**src/rtl/isa_id_pkg.sv**
```systemverilog
package isa_id_pkg;

    localparam int ID_W  = 16;
    localparam int TUP_W = 2 * ID_W;

    // Engine k answers to vendor {A5, k} and architecture {3C, k}
    function automatic logic [TUP_W-1:0] tuple_of(input int k);
        logic [7:0] kb;
        kb = k[7:0];
        return {8'hA5, kb, 8'h3C, kb};
    endfunction

endpackage

```
**src/rtl/isa_id_match.sv**
```systemverilog
module isa_id_match
    import isa_id_pkg::*;
#(
    parameter int NUM_ENG = 4,
    localparam int IDX_W  = (NUM_ENG > 1) ? $clog2(NUM_ENG) : 1
) (
    input  logic [TUP_W-1:0]   wr_tuple,
    input  logic [IDX_W-1:0]   cur_idx,
    output logic               hit,
    output logic [IDX_W-1:0]   hit_idx,
    output logic [TUP_W-1:0]   cur_tuple,
    output logic [NUM_ENG-1:0] sel_vec
);

    logic [NUM_ENG-1:0] hit_vec;

    for (genvar k = 0; k < NUM_ENG; k++) begin : g_eng
        assign hit_vec[k] = (wr_tuple == tuple_of(k));
        assign sel_vec[k] = (cur_idx == IDX_W'(k));
    end

    assign hit = |hit_vec;

    always_comb begin
        hit_idx   = '0;
        cur_tuple = tuple_of(0);
        for (int k = 0; k < NUM_ENG; k++) begin
            if (hit_vec[k]) hit_idx = IDX_W'(k);
            if (cur_idx == IDX_W'(k)) cur_tuple = tuple_of(k);
        end
    end

endmodule

```
**src/rtl/isa_id_warl_reg.sv**
```systemverilog
module isa_id_warl_reg #(
    parameter int NUM_ENG   = 4,
    parameter bit READ_ONLY = 1'b0,
    localparam int IDX_W    = (NUM_ENG > 1) ? $clog2(NUM_ENG) : 1
) (
    input  logic             clk,
    input  logic             rst_n,
    input  logic             wr_en,
    input  logic             hit,
    input  logic [IDX_W-1:0] hit_idx,
    output logic [IDX_W-1:0] idx_q
);

    typedef struct packed {
        logic [IDX_W-1:0] idx;
    } warl_t;

    warl_t st_d, st_q;

    always_comb begin
        st_d = st_q;
        if (!READ_ONLY && wr_en && hit) st_d.idx = hit_idx;
    end

    always_ff @(posedge clk or negedge rst_n) begin
        if (!rst_n) st_q <= '0;
        else        st_q <= st_d;
    end

    assign idx_q = st_q.idx;

    a_r3_illegal_hold: assert property (@(posedge clk) disable iff (!rst_n)
        (wr_en && !hit) |=> $stable(idx_q));

    a_r2_legal_commit: assert property (@(posedge clk) disable iff (!rst_n)
        (!READ_ONLY && wr_en && hit) |=> (idx_q == $past(hit_idx)));

    a_r8_frozen: assert property (@(posedge clk) disable iff (!rst_n)
        (READ_ONLY && wr_en) |=> (idx_q == '0));

endmodule

```
**src/rtl/isa_id_route.sv**
```systemverilog
module isa_id_route #(
    parameter int NUM_ENG = 4,
    parameter int WORD_W  = 32
) (
    input  logic               clk,
    input  logic               rst_n,
    input  logic               insn_vld,
    input  logic [WORD_W-1:0]  insn_word,
    input  logic [NUM_ENG-1:0] sel_vec,
    output logic               dec_vld,
    output logic [WORD_W-1:0]  dec_word,
    output logic [NUM_ENG-1:0] dec_sel
);

    typedef struct packed {
        logic               vld;
        logic [WORD_W-1:0]  word;
        logic [NUM_ENG-1:0] sel;
    } route_t;

    route_t rt_d, rt_q;

    always_comb begin
        rt_d     = rt_q;
        rt_d.vld = insn_vld;
        rt_d.sel = '0;
        if (insn_vld) begin
            rt_d.word = insn_word;
            rt_d.sel  = sel_vec;
        end
    end

    always_ff @(posedge clk or negedge rst_n) begin
        if (!rst_n) rt_q <= '0;
        else        rt_q <= rt_d;
    end

    assign dec_vld  = rt_q.vld;
    assign dec_word = rt_q.word;
    assign dec_sel  = rt_q.sel;

    a_r4_latency: assert property (@(posedge clk) disable iff (!rst_n)
        insn_vld |=> (dec_vld && dec_word == $past(insn_word)));

    a_r5_onehot: assert property (@(posedge clk) disable iff (!rst_n)
        dec_vld |-> ($countones(dec_sel) == 1));

    a_r5_idle_zero: assert property (@(posedge clk) disable iff (!rst_n)
        !dec_vld |-> (dec_sel == '0));

endmodule

```
**src/rtl/isa_id_decode_sel.sv**
```systemverilog
module isa_id_decode_sel
    import isa_id_pkg::*;
#(
    parameter int NUM_ENG   = 4,
    parameter bit READ_ONLY = 1'b0,
    parameter int WORD_W    = 32,
    localparam int IDX_W    = (NUM_ENG > 1) ? $clog2(NUM_ENG) : 1
) (
    input  logic               clk,
    input  logic               rst_n,
    input  logic               csr_wr_en,
    input  logic [TUP_W-1:0]   csr_wr_tuple,
    output logic [TUP_W-1:0]   csr_rd_tuple,
    input  logic               insn_vld,
    input  logic [WORD_W-1:0]  insn_word,
    output logic               dec_vld,
    output logic [WORD_W-1:0]  dec_word,
    output logic [NUM_ENG-1:0] dec_sel
);

    logic               hit;
    logic [IDX_W-1:0]   hit_idx;
    logic [IDX_W-1:0]   idx_q;
    logic [NUM_ENG-1:0] sel_vec;

    isa_id_match #(.NUM_ENG(NUM_ENG)) u_match (
        .wr_tuple  (csr_wr_tuple),
        .cur_idx   (idx_q),
        .hit       (hit),
        .hit_idx   (hit_idx),
        .cur_tuple (csr_rd_tuple),
        .sel_vec   (sel_vec)
    );

    isa_id_warl_reg #(.NUM_ENG(NUM_ENG), .READ_ONLY(READ_ONLY)) u_reg (
        .clk     (clk),
        .rst_n   (rst_n),
        .wr_en   (csr_wr_en),
        .hit     (hit),
        .hit_idx (hit_idx),
        .idx_q   (idx_q)
    );

    isa_id_route #(.NUM_ENG(NUM_ENG), .WORD_W(WORD_W)) u_route (
        .clk       (clk),
        .rst_n     (rst_n),
        .insn_vld  (insn_vld),
        .insn_word (insn_word),
        .sel_vec   (sel_vec),
        .dec_vld   (dec_vld),
        .dec_word  (dec_word),
        .dec_sel   (dec_sel)
    );

    // select follows the tuple that held when the word was sampled
    a_r6_old_tuple: assert property (@(posedge clk) disable iff (!rst_n)
        insn_vld |=> (dec_sel == (NUM_ENG'(1) << $past(idx_q))));

    // readback always belongs to the supported table
    a_r1_legal_readback: assert property (@(posedge clk) disable iff (!rst_n)
        (csr_rd_tuple[31:24] == 8'hA5 && csr_rd_tuple[15:8] == 8'h3C));

endmodule

```
**config.mk**
```make
export PLATFORM = sky130hd
export DESIGN_NAME = isa_id_decode_sel
export DESIGN_NICKNAME = d
export VERILOG_FILES = /design/src/rtl/isa_id_pkg.sv /design/src/rtl/isa_id_match.sv /design/src/rtl/isa_id_warl_reg.sv /design/src/rtl/isa_id_route.sv /design/src/rtl/isa_id_decode_sel.sv
export SDC_FILE = /design/constraint.sdc
export NUM_CORES = 1
export LEC_CHECK = 0
export ABC_AREA = 1
export BUFFER_PORTS_ARGS = -buffer_cell sky130_fd_sc_hd__buf_2
export CAP_MARGIN = 20
export CORE_MARGIN = 4
export CORE_UTILIZATION = 40
export DETAILED_ROUTE_END_ITERATION = 7
export GPL_TIMING_DRIVEN = 0
export HOLD_SLACK_MARGIN = 0.05
export PLACE_DENSITY = 0.79
export SLEW_MARGIN = 10
export SYNTH_ARGS = -nofsm -noshare
export SYNTH_HDL_FRONTEND = slang
export SYNTH_SLANG_ARGS = --single-unit
```
**constraint.sdc**
```tcl
create_clock -name clk -period 1 [get_ports clk]
set_input_delay 0.15 -clock clk [delete_from_list [all_inputs] [get_ports clk]]
set_output_delay 0.15 -clock clk [all_outputs]
set_load 0.05 [all_outputs]
```
==> run summary <==
Status = finished with violations
Violations in the final reports = negative hold slack, negative setup slack
Slack of the critical path = -0.116 ns
Total power draw = 4.60 mW
Count of antenna diodes in the layout = 0
Synth async-reset ratio = 1.00
Antenna viol nets, final = 0
Netlist area before placement = 1900 µm²
Cell Chain, Critical Path = buf_6, buf_8
Worst Skew = 0.00151 ns
CTS tree = yes
Vias in the first global route = 1809
IO Count = 137
Wire length reported by the detailed router = 5420 µm
Overall Global Routing Usage = 0.174
Clock latency of the later-clocked register in the worst-skew pair = 0.28 ns
Count of final max-slew check failures = 0
Gate count after technology mapping = 243
Number of buffers created by CTS = 5
Post-layout net count = 467
Height of the die = 76.8 µm
Number of cell rows = 24
Number of antenna violations at the first check in global routing = 0
Post-placement cell area = 2610 µm²
Total via count in the routed design = 1906
Port Buffers = 108
Placer Congestion = 0.764
Buffer levels on the longest clock path = 2
Net Sw Power = 1.58 mW
Final Critical Period = 1.12 ns
Slowest-stage cell, CP = dfrtp_1
Net Sw Frac = 0.343
Met2 WL post-DR = 2920 µm
Post-synthesis average cell area = 7.80 µm²
Master cell of the clock root buffer = clkbuf_8
Number of design-rule violations left by the first detailed-router iteration = 68
Leakage = 1.84 nW
Internal portion of total power = 3.03 mW
Launching point of the worst reg2reg path = u_reg.idx_q[0]
HPWL after detailed placement = 3730 µm
Num Clock Sinks = 39
Part of the cycle the worst path needs = 1.12
Power Density = 1480 nW/µm²
Yosys warnings = 0
Floorplan die area = 5900 µm²
Wire length of the first global-routing pass = 8270 µm
Peak clock frequency supported by timing = 896 MHz
Endpoint of the most critical register-to-register path = u_reg.idx_q[0]
Layout Cell Area excl Fill = 3110 µm²
Reg-to-reg slack, setup = -0.01 ns
Number of H-tree levels = 2
Flop pwr share = 0.387
DRC violations left = 0
Proportion of power drawn by combinational gates = 0.321
Number of unique standard cell types used by synthesis = 15
Number of synthesized flops with an enable pin = 0
Clock-pin slew of the registers on the worst-case setup and hold paths = 0.07 ns
Category of the most critical setup path = reg2out
Most frequent cell after synthesis = nand2_1
Share of layout cells above drive strength 1 = 0.438
Sum of routed wire segments on met1 = 2060 µm
Crit path launch type = flip-flop
IR drop worst, VDD = 0.000739 V
Sequential share of the synthesized area = 0.515
Aggregate global routing overflow = 0
Final hold slack = -0.0247 ns
Part of the total power dissipated in the clock network = 0.292
Via density per instance = 4.22
Required time reported for the critical path endpoint = 0.85 ns
Core Region = 4470 µm²
Total iterations of the first detailed-routing run = 4
Critical Path AT = 0.97 ns
Relative max-transition margin = 0.420
Width of the die = 76.8 µm
Largest net degree at the start of global routing = 40
Number of cells traversed by the worst register-to-register path = 6
Average wire length per cell after detail routing = 12.0 µm
Slew at the pin closest to its max-slew limit = 0.870 ns
Final number of setup-violating endpoints = 8
Stage delay of the slowest cell on the critical path = 0.42 ns
Fin. Hold Viols = 39
Commonest cells in the synthesized netlist = nand2_1, dfrtp_1, buf_4
Hold buffer count at CTS = 1
Area fraction of the dominant cell type after synthesis = 0.515
Main area contributors after synthesis = dfrtp_1, nand2_1, buf_4, nor2_1, inv_1
Most area-hungry cell type in the Yosys netlist = dfrtp_1
Post-Route Utilization = 0.694
Sum Neg Setup Slack = -0.357 ns
Yosys reg bits = 39
Initial cell density of the core = 0.424
Area Overhead vs Synth = 63.8%
Total length of routed met3 wires = 365 µm
RSZ-0062 raised after global routing = yes
Type of element capturing the critical path = primary output
Most used flip-flop cell after synthesis = dfrtp_1
MaxCap Viol Count = 0
Launching instance or port of the critical path = u_reg.idx_q[0]
Highest routed layer = met4
Largest driver fanout on the critical path = 3
Type of the most critical hold path = in2async
worst max-delay path by stage:
stage	end	slack, ns	cells after the start
floorplan	csr_rd_tuple[17]	0.01	2
global placement	u_reg.idx_q[0]	-0.08	11
detailed placement	u_reg.idx_q[0]	-0.11	11
CTS	csr_rd_tuple[17]	-0.13	2
global route	csr_rd_tuple[16]	-0.15	2
finish	csr_rd_tuple[16]	-0.12	2
power groups by stage:
stage	registers [mW]	clock network, mW	logic [mW]
floorplan	2.21	0	0.483
global placement	1.78	0	1.23
detailed placement	1.78	0	1.25
CTS	1.78	1.36	1.39
global route	1.80	1.45	1.56
finish	1.78	1.34	1.48
cell usage in the layout, fill, tap and decap left out, drive strengths merged:
| cell | count |
|---|---|
| buf | 158 |
| nand2 | 118 |
| dfrtp | 39 |
| conb | 28 |
| nor2 | 21 |
| inv | 15 |
| clkbuf | 9 |
| nor3 | 4 |
| o21ai | 3 |
| nand3 | 2 |
| bufinv | 1 |
| clkinv | 1 |
| dlygate4sd3 | 1 |
critical path: cells and delay by family, from the launching register on:
family                 cells  cell delay [ns]
flip-flops                 1             0.42
buffers and inverters      2             0.27
logic make-up (layout without fill, tap and decap cells):
kind of cell / Yosys count / count (layout) / share of synthesized area
and+or+nand+nor: 145 / 145 / 0.304
AOI/OAI and AO/OA: 3 / 3 / 0.00792
DFF: 39 / 39 / 0.515
other: 2 / 28 / 0.00396
buffers and inverters: 54 / 185 / 0.169
sequential cells by signal (all words and copies together) (netlist names):
register / cells
u_route.dec_vld: 1
u_route.dec_word: 32
u_reg.idx_q: 2
u_route.dec_sel: 4
per-layer routing:
metal / track usage / up-vias
met5: 0 / -
met4: 0.0580 / 0
met3: 0.0445 / 8
met2: 0.314 / 77
met1: 0.199 / 848
li1: - / 973
what timing repair did:
item	CTS	global route
setup endpoints to repair	41	41
setup buffers	2	14
resized for setup	79	7
pin swaps	0	1
cloned	0	0
endpoints found under the hold margin	40	15
layout make-up:
class / instances / area (µm²)
Clock buffer: 6 / 82.6
Sequential cell: 39 / 976
Buffer: 37 / 264
Multi-Input combinational cell: 176 / 697
Inverter: 15 / 58.8
Clock inverter: 2 / 35.0
Fill cell: 345 / 1370
Tap cell: 52 / 65.1
Timing Repair Buffer: 125 / 927
stage by stage:
stage / instances / hold WS, ns / setup WS (ns)
floorplan: 269 / -0.146 / 0.0122
global placement: 429 / 0.270 / -0.0805
detailed placement: 429 / 0.270 / -0.109
CTS: 438 / 0.000692 / -0.127
global route: 452 / 0.0474 / -0.149
finish: 452 / -0.0247 / -0.116
(Power assumes the default switching activity.)
